==> src/rtl/crt_pkg.sv <==
package crt_pkg;

   localparam int unsigned CTL_W = 8;

   // control word, most significant field first
   typedef struct packed {
      logic ovf;    // bit 7 sticky overflow flag
      logic ext;    // bit 6 sticky external flag
      logic rxck;   // bit 5 receive clock enable
      logic txck;   // bit 4 transmit clock enable
      logic exen;   // bit 3 trigger enable
      logic run;    // bit 2 run
      logic csel;   // bit 1 count source: 1 = pin edges
      logic capm;   // bit 0 capture mode select
   } ctl_t;

   typedef enum logic [1:0] {
      SEL_CTL  = 2'd0,
      SEL_CNT  = 2'd1,
      SEL_CAP  = 2'd2,
      SEL_NONE = 2'd3
   } reg_sel_e;

endpackage

==> src/rtl/crt_fall_det.sv <==
module crt_fall_det #(
   parameter int STAGES = 2
)(
   input  logic clk,
   input  logic rst_n,
   input  logic pin,
   output logic fall
);
   logic [STAGES-1:0] sync_q;
   logic              last_q;

   always_ff @(posedge clk) begin
      if (!rst_n) begin
         sync_q <= '0;
         last_q <= 1'b0;
      end else begin
         sync_q <= {sync_q[STAGES-2:0], pin};
         last_q <= sync_q[STAGES-1];
      end
   end

   assign fall = last_q & ~sync_q[STAGES-1];
endmodule

==> src/rtl/crt_ctl_reg.sv <==
module crt_ctl_reg
   import crt_pkg::*;
(
   input  logic             clk,
   input  logic             rst_n,
   input  logic             wr,
   input  logic [CTL_W-1:0] wdata,
   input  logic             ovf_set,
   input  logic             ext_set,
   output ctl_t             ctl
);
   always_ff @(posedge clk) begin
      if (!rst_n) begin
         ctl <= '0;
      end else if (wr) begin
         ctl <= ctl_t'(wdata);
      end else begin
         if (ovf_set) ctl.ovf <= 1'b1;
         if (ext_set) ctl.ext <= 1'b1;
      end
   end
endmodule

==> src/rtl/crt_core.sv <==
module crt_core #(
   parameter int W = 16
)(
   input  logic         clk,
   input  logic         rst_n,
   input  logic         cnt_wr,
   input  logic         cap_wr,
   input  logic [W-1:0] wdata,
   input  logic         count_en,
   input  logic         cap_active,
   input  logic         trig_hw,
   output logic [W-1:0] cnt_q,
   output logic [W-1:0] cap_q,
   output logic         ovf_evt,
   output logic         baud_pulse
);
   logic [W-1:0] cnt_d, cap_d;

   assign ovf_evt = count_en && (cnt_q == '1);

   always_comb begin
      if (cnt_wr)                       cnt_d = wdata;
      else if (ovf_evt)                 cnt_d = cap_active ? '0 : cap_q;
      else if (trig_hw && !cap_active)  cnt_d = cap_q;
      else if (count_en)                cnt_d = cnt_q + W'(1);
      else                              cnt_d = cnt_q;
   end

   always_comb begin
      if (cap_wr)                       cap_d = wdata;
      else if (trig_hw && cap_active)   cap_d = cnt_q;
      else                              cap_d = cap_q;
   end

   always_ff @(posedge clk) begin
      if (!rst_n) begin
         cnt_q      <= '0;
         cap_q      <= '0;
         baud_pulse <= 1'b0;
      end else begin
         cnt_q      <= cnt_d;
         cap_q      <= cap_d;
         baud_pulse <= ovf_evt;
      end
   end
endmodule

==> src/rtl/cap_reload_timer16.sv <==
module cap_reload_timer16
   import crt_pkg::*;
#(
   parameter int CNT_W       = 16,
   parameter int SYNC_STAGES = 2
)(
   input  logic             clk,
   input  logic             rst_n,
   input  logic             tick,
   input  logic             cnt_pin,
   input  logic             trig_pin,
   input  logic             irq_en,
   input  logic             dcen,
   input  logic             wr_en,
   input  logic [1:0]       sel,
   input  logic [CNT_W-1:0] wdata,
   output logic [CNT_W-1:0] rdata,
   output logic             ovf_flag,
   output logic             ext_flag,
   output logic             irq,
   output logic             baud_pulse
);
   localparam int NPIN    = 2;
   localparam int PIN_CNT = 0;
   localparam int PIN_TRG = 1;

   generate
      if (CNT_W < int'(CTL_W)) begin : g_bad_width
         $error("CNT_W must be at least the control word width");
      end
      if (SYNC_STAGES < 2) begin : g_bad_sync
         $error("SYNC_STAGES must be at least 2");
      end
   endgenerate

   logic [NPIN-1:0] pins, falls;
   assign pins = {trig_pin, cnt_pin};

   for (genvar gi = 0; gi < NPIN; gi++) begin : g_pin
      crt_fall_det #(.STAGES(SYNC_STAGES)) u_det (
         .clk  (clk),
         .rst_n(rst_n),
         .pin  (pins[gi]),
         .fall (falls[gi])
      );
   end

   ctl_t         ctl_q;
   logic [CNT_W-1:0] cnt_q, cap_q;
   logic baud_mode, count_en, trig_seen, trig_hw, cap_active, ovf_evt;
   logic ctl_wr, cnt_wr, cap_wr;

   assign ctl_wr     = wr_en && (sel == SEL_CTL);
   assign cnt_wr     = wr_en && (sel == SEL_CNT);
   assign cap_wr     = wr_en && (sel == SEL_CAP);
   assign baud_mode  = ctl_q.rxck || ctl_q.txck;
   assign cap_active = ctl_q.capm && !baud_mode;
   assign count_en   = ctl_q.run && (ctl_q.csel ? falls[PIN_CNT] : tick);
   assign trig_seen  = ctl_q.exen && falls[PIN_TRG];
   assign trig_hw    = trig_seen && !baud_mode;

   crt_ctl_reg u_ctl (
      .clk    (clk),
      .rst_n  (rst_n),
      .wr     (ctl_wr),
      .wdata  (wdata[CTL_W-1:0]),
      .ovf_set(ovf_evt && !baud_mode),
      .ext_set(trig_seen),
      .ctl    (ctl_q)
   );

   crt_core #(.W(CNT_W)) u_core (
      .clk       (clk),
      .rst_n     (rst_n),
      .cnt_wr    (cnt_wr),
      .cap_wr    (cap_wr),
      .wdata     (wdata),
      .count_en  (count_en),
      .cap_active(cap_active),
      .trig_hw   (trig_hw),
      .cnt_q     (cnt_q),
      .cap_q     (cap_q),
      .ovf_evt   (ovf_evt),
      .baud_pulse(baud_pulse)
   );

   always_comb begin
      rdata = '0;
      unique case (sel)
         SEL_CTL: rdata[CTL_W-1:0] = ctl_q;
         SEL_CNT: rdata = cnt_q;
         SEL_CAP: rdata = cap_q;
         default: rdata = '0;
      endcase
   end

   assign ovf_flag = ctl_q.ovf;
   assign ext_flag = ctl_q.ext;
   assign irq      = irq_en && (ctl_q.ovf || (ctl_q.ext && !dcen));
endmodule

==> config.mk <==
export PLATFORM = sky130hd
export DESIGN_NAME = cap_reload_timer16
export DESIGN_NICKNAME = d
export VERILOG_FILES = /design/src/rtl/crt_pkg.sv /design/src/rtl/crt_fall_det.sv /design/src/rtl/crt_ctl_reg.sv /design/src/rtl/crt_core.sv /design/src/rtl/cap_reload_timer16.sv
export SDC_FILE = /design/constraint.sdc
export NUM_CORES = 1
export LEC_CHECK = 0
export BUFFER_PORTS_ARGS = -buffer_cell sky130_fd_sc_hd__buf_4
export CAP_MARGIN = 10
export CORE_MARGIN = 3
export CORE_UTILIZATION = 44
export CTS_BUF_LIST = sky130_fd_sc_hd__clkbuf_8
export DETAILED_ROUTE_END_ITERATION = 16
export GPL_TIMING_DRIVEN = 0
export PLACE_DENSITY = 0.72
export SKIP_LAST_GASP = 1
export SYNTH_ARGS = -nofsm -noshare
export SYNTH_HDL_FRONTEND = slang
export SYNTH_SLANG_ARGS = --single-unit
==> constraint.sdc <==
create_clock -name clk -period 3.9 [get_ports clk]
set_clock_uncertainty 0.15 [all_clocks]
set_input_delay 0.195 -clock clk [delete_from_list [all_inputs] [get_ports clk]]
set_output_delay 0.195 -clock clk [all_outputs]
set_load 0.01 [all_outputs]
# Yosys cells after proc, flatten, opt, wreduce, memory -nomap -nowiden

Cells that the tools add are included.

Register bits: 47
Input port bits: 26
Output and inout port bits: 20
Word-level logic and storage cells: 59

Add/subtract/negate cells: 1
Equality and inequality tests: 3
Multiplexer cells: 13
Bitwise operators: 4
Reductions and logical operators: 23

Operator list:

| kind                                                            | number |
|---|---|
| 16-bit 2-to-1 mux                                               | 7 |
| 8-bit case mux with 3 select lines                              | 1 |
| 16-bit by 1-bit adder with 16-bit output, second input constant | 1 |
| 16-bit == test, second input constant                           | 1 |
| 8-bit case mux with 2 select lines                              | 1 |
| 1-bit logical AND                                               | 13 |
| 2-bit nonzero test                                              | 3 |
| 4-bit nonzero test                                              | 1 |
| 1-bit logical NOT                                               | 3 |
| 1-bit 2-to-1 mux                                                | 3 |
| 1-bit bitwise AND                                               | 2 |
| 2-bit by 1-bit == test with 1-bit output, second input constant | 1 |
| 2-bit == test, second input constant                            | 1 |
| 2-bit logical NOT                                               | 1 |
| 1-bit logical OR                                                | 2 |
| 2-bit 2-to-1 mux                                                | 1 |
| 1-bit inverter                                                  | 2 |

# Longest topological paths before layout

Word-level depth: 8
Gate-level depth with buffers: 9
Mapped depth without buffers: 7

# Cells and area by module

From an unflattened synthesis, not the netlist that was laid out.

Cell total of the unflattened synthesis: 329
Area, all modules: 3005.4 um2

By module, submodules not included:

| module             | instances | cells an instance | area each (um2) | sequential area each (um2) |
|---|---|---|---|---|
| crt_core           | 1         | 235               | 2113.3          | 660.6 |
| cap_reload_timer16 | 1         | 55                | 412.9           | 0.0 |
| crt_ctl_reg        | 1         | 25                | 301.5           | 160.2 |
| crt_fall_det       | 2         | 7                 | 88.8            | 60.1 |

# Worst setup path before layout

OpenSTA, ideal clock, no wires.

Path kind: reg2reg
Start: register u_core.cnt_q[1]
End: register u_core.cnt_q[3]
Library setup time: 0.136 ns
Data arrival time: 2.492 ns
Required time: 3.614 ns
Setup slack: 1.121 ns
Stages on the path, launching flop included: 10
Buffers on the path: 2
Period minus slack after synthesis: 2.779 ns
Cell sequence: dfxtp_1 ha_1 nand3_4 or4_4 or3_1 buf_6 mux2_4 buf_6 a221oi_2 a211oi_1

Cells in the longest elaborated chain, start to end: 5
Elaborated cells between the ends (all ways): 8
Classes of those cells: 1 x add/sub; 1 x eq/ne; 4 x mux; 2 x reduce/logical

Ends and longest elaborated chain:

| what                                     | RTL line       | RTL |
|---|---|---|
| start: declaration                       | crt_core.sv:12 | `output logic [W-1:0] cnt_q,` |
| start signal: assignment                 | crt_core.sv:41 | `cnt_q <= cnt_d;` |
| 16-bit by 1-bit adder with 16-bit output | crt_core.sv:25 | `else if (count_en) cnt_d = cnt_q + W'(1);` |
| 16-bit 2-to-1 mux                        | crt_core.sv:25 |  |
| 16-bit 2-to-1 mux                        | crt_core.sv:24 | `else if (trig_hw && !cap_active) cnt_d = cap_q;` |
| 16-bit 2-to-1 mux                        | crt_core.sv:23 | `else if (ovf_evt) cnt_d = cap_active ? '0 : cap_q;` |
| 16-bit 2-to-1 mux                        | crt_core.sv:22 | `if (cnt_wr) cnt_d = wdata;` |

Parallel ways exist; a longest one is shown, timed or not. The select of a mux whose other input is x is not followed.
A chain may end at the register's enable or synchronous reset.

# Worst setup path in the final report

Start: register u_core.cnt_q[1]
End: register u_core.cnt_q[5]

The elaborated chain is that of the path after synthesis.

==> impl_metrics.py <==
metrics = {
    "run_status": {
        "status": "complete, no violations",
    },
    "detailed_routing": {
        "post_drt_via_cell_ratio": 6.272,
        "route.vias.total": 3136,
        "ant_nets": 0,
        "wire_per_inst_um": 18.93,
        "drcViolationCount": 0,
        "detail_route.wirelength_um": 9466,
        "drt_iter0_markers": 345,
        "dr.pass1.iters": 6,
    },
    "cts": {
        "clock_sinks": 47,
        "clockBufferDepth": 2,
        "clock-root-buffer": "sky130_fd_sc_hd__clkbuf_8",
        "worst_skew_pair_later_pin_latency_ns": 0.31,
        "cts.htree.levels": 2,
        "cts_setup_buffers": 0,
        "cts_tree": "built",
        "cts.clk_slew.worst_paths_ns": 0.09,
        "inserted_clock_buffers": 5,
    },
    "finish": {
        "final_net_count": 455,
        "layout.cells.most_common_list": "sky130_fd_sc_hd__nand2_1, sky130_fd_sc_hd__dfxtp_1, sky130_fd_sc_hd__nor2_1, sky130_fd_sc_hd__buf_4, sky130_fd_sc_hd__clkbuf_1",
        "fin_cells": 500,
        "mostFrequentLayoutCell": "sky130_fd_sc_hd__nand2_1",
        "final_cell_area_um2": 3397,
        "final_core_utilization_pct": 56.05,
        "antennaDiodeCount": 0,
        "share_of_layout_cells_above_drive_strength_1_pct": 16.00,
        "area.growth.synth_to_final_pct": 20.99,
    },
    "synthesis": {
        "synth_seq_cells": 47,
        "ys.flop_type": "sky130_fd_sc_hd__dfxtp_1",
        "synthesis.instances": 368,
        "seq_area_frac_synth_pct": 33.51,
        "number_of_enable_type_register_cells_in_the_synthesized_netlist": 0,
        "synth.cell_area_um2": 2808,
        "postSynth.asyncResetShare_pct": 0,
        "syn-num-nets": 399,
        "mean_area_per_synthesized_cell_um2": 7.630,
        "ys.warnings.count": 0,
        "library_cells_used_by_synthesis": 44,
    },
    "global_routing": {
        "grt_first_pass_wirelength_um": 15100,
        "groute.usage.overall_pct": 25.89,
        "grt_antenna_before_repair": 0,
        "first_global_vias": 2968,
        "grt_remaining_overflow": 0,
        "largest_net_degree_at_the_start_of_global_routing": 15,
    },
    "placement": {
        "area_after_dpl_um2": 3239,
        "io_buffer_count": 45,
        "place_inst": 488,
        "gp_congestion": 0.9316,
        "detailedPlacementHpwl_um": 6547,
        "setup_slack_at_placement_ns": 0.5704,
    },
    "sta": {
        "setup_total_negative_slack_ns": 0,
        "finalSetupViolations": 0,
        "post-route-worst-setup-slack_ns": 0.4476,
        "post-route-min-period_ns": 3.452,
        "number_of_hold_violations_in_the_final_report": 0,
        "report.final.slew_viol_count": 0,
        "rsz0062_at_grt": "false",
        "slew_at_the_pin_closest_to_its_max_slew_limit_ns": 1.176,
        "finalHoldWorstSlack_ns": 0.003018,
        "max_freq_ghz": 0.2897,
        "timing.slew.headroom_pct": 20.90,
        "timing.final.crit_share_pct": 88.52,
    },
    "power_and_ir_drop": {
        "power_switching_mw": 0.2890,
        "power_leakage_nw": 1.203,
        "comb_power_share_pct": 15.4,
        "max-vdd-ir-drop_mv": 0.1908,
        "power.share.sequential_pct": 49.0,
        "clockPowerShare_pct": 35.6,
        "internal_power_mw": 0.7753,
        "p_per_area_nw_per_um2": 313.3,
        "netSwitchingFraction_pct": 27.15,
        "power.total_mw": 1.064,
    },
    "die": {
        "fp.coreArea_um2": 6061,
        "chipWidth_um": 85.88,
        "floorplan.die.height_um": 85.88,
        "initial_utilization_pct": 46.33,
        "num_io_pins": 46,
        "placement_rows": 28,
        "die_area_um2": 7375,
    },
    "worst_setup_path": {
        "timing.critical_path.fanout_max": 8,
        "crit_required_ns": 3.92,
        "critical_path.endpoint_type": "flip-flop",
        "cp_slowest_cell": "sky130_fd_sc_hd__nor3_1",
        "worstPathCellList": "ha_1 -> nand3_4 -> or4_4 -> nor3_1 -> nor2_1 -> a311oi_1 -> a31oi_1",
        "timing_worst_setup_path_type": "flip-flop to flip-flop",
        "critical_path_arrival_ns": 3.47,
        "startpoint_type": "flip-flop",
        "critical-path-max-stage-delay_ns": 0.80,
    },
    "flow_run": {
        "max-cap-violations": 0,
    },
    "hold_path": {
        "hold_path.class": "input port to flip-flop",
    },
}
-- cells by family (layout without fill, tap and decap cells) --
group	after synthesis	count (layout)	synth area share [%]
AO/OA/AOI/OAI	108	108	28.48
multiplexers	1	1	0.5346
adder cells (fa/ha/maj)	5	5	2.228
AND/OR/NAND/NOR	156	156	25.89
buffers and inverters	40	97	5.927
XOR/XNOR	11	11	3.431
flip-flops	47	47	33.51
-- power by group through the flow --
| stage | clock (mW) | sequential [mW] | combinational [mW] |
|---|---|---|---|
| 6_report | 0.379 | 0.521 | 0.164 |
| 4_1_cts | 0.379 | 0.520 | 0.161 |
| 3_3_place_gp | 0 | 0.531 | 0.154 |
| 3_5_place_dp | 0 | 0.532 | 0.158 |
| 2_1_floorplan | 0 | 0.526 | 0.0923 |
| 5_1_grt | 0.397 | 0.524 | 0.180 |
-- critical path, delay by kind of cell (launching register included) --
family	cells	cell delay [ns]
simple gates	4	1.88
flops	1	0.44
compound gates	2	0.55
fa+ha+maj	1	0.28
-- state kept, by name, summed over array words and instances, names as in the netlist --
register and count:
g_pin.u_det.last_q 2, g_pin.u_det.sync_q 4, u_core.baud_pulse 1, u_core.cap_q 16
u_core.cnt_q 16, u_ctl.ctl 8
-- Yosys cell counts, types with 6 or more instances --
cell type | count | share of area [%]
sky130_fd_sc_hd__nand2_1 | 48 | 6.4
sky130_fd_sc_hd__nor2_1 | 46 | 6.1
sky130_fd_sc_hd__dfxtp_1 | 47 | 34
sky130_fd_sc_hd__nor3_1 | 8 | 1.4
sky130_fd_sc_hd__a21oi_1 | 16 | 2.9
sky130_fd_sc_hd__a222oi_1 | 8 | 2.9
sky130_fd_sc_hd__and2_1 | 8 | 1.8
sky130_fd_sc_hd__o21ai_0 | 20 | 3.6
sky130_fd_sc_hd__a31oi_1 | 8 | 1.8
sky130_fd_sc_hd__a211oi_1 | 8 | 2.1
sky130_fd_sc_hd__clkbuf_1 | 28 | 3.7
sky130_fd_sc_hd__nor2b_1 | 9 | 2.0
sky130_fd_sc_hd__inv_1 | 7 | 0.94
sky130_fd_sc_hd__a311oi_1 | 19 | 5.9
sky130_fd_sc_hd__a22oi_1 | 9 | 2.4
sky130_fd_sc_hd__xnor2_1 | 6 | 1.9
sky130_fd_sc_hd__nand3_1 | 24 | 4.3
-- layer usage --
layer / share of wire [%] / up-vias / global-route usage (%) / wire length (um)
met2: 48 / 178 / 41.84 / 4504
met3: 8.9 / 13 / 3.939 / 838
met5: 0 / - / 0 / 0
met4: 1.2 / 0 / 8.201 / 112
li1: - / 1464 / - / -
met1: 42 / 1481 / 35.40 / 4010
-- cell type report --
type	instances	area, um^2
timing repair buffer	49	377.9
clock buffer	6	82.58
buffer	32	136.4
inverter	8	30.03
tap	75	93.84
sequential	47	940.9
multi-input combinational	281	1700
clock inverter	2	35.03
fill	582	2664
-- what timing repair did --
item,4_1_cts,5_1_grt
endpoints found under the hold margin,4,0
resized for setup,0,0
hold buffers,4,0
-- worst paths after layout --
path / startpoint / end / slack (ns) / cells past startpoint
worst max-delay path: u_core.cnt_q[1] / u_core.cnt_q[5] / 0.45 / 7
worst min-delay path: wdata[3] / u_ctl.ctl[3] / 0.003 / 3
worst max register to register: u_core.cnt_q[1] / u_core.cnt_q[5] / 0.45 / 7
worst min register to register: g_pin[0].u_det.sync_q[0] / g_pin[0].u_det.sync_q[1] / 0.30 / 1
No activity file was read; power rests on OpenSTA's default activity.
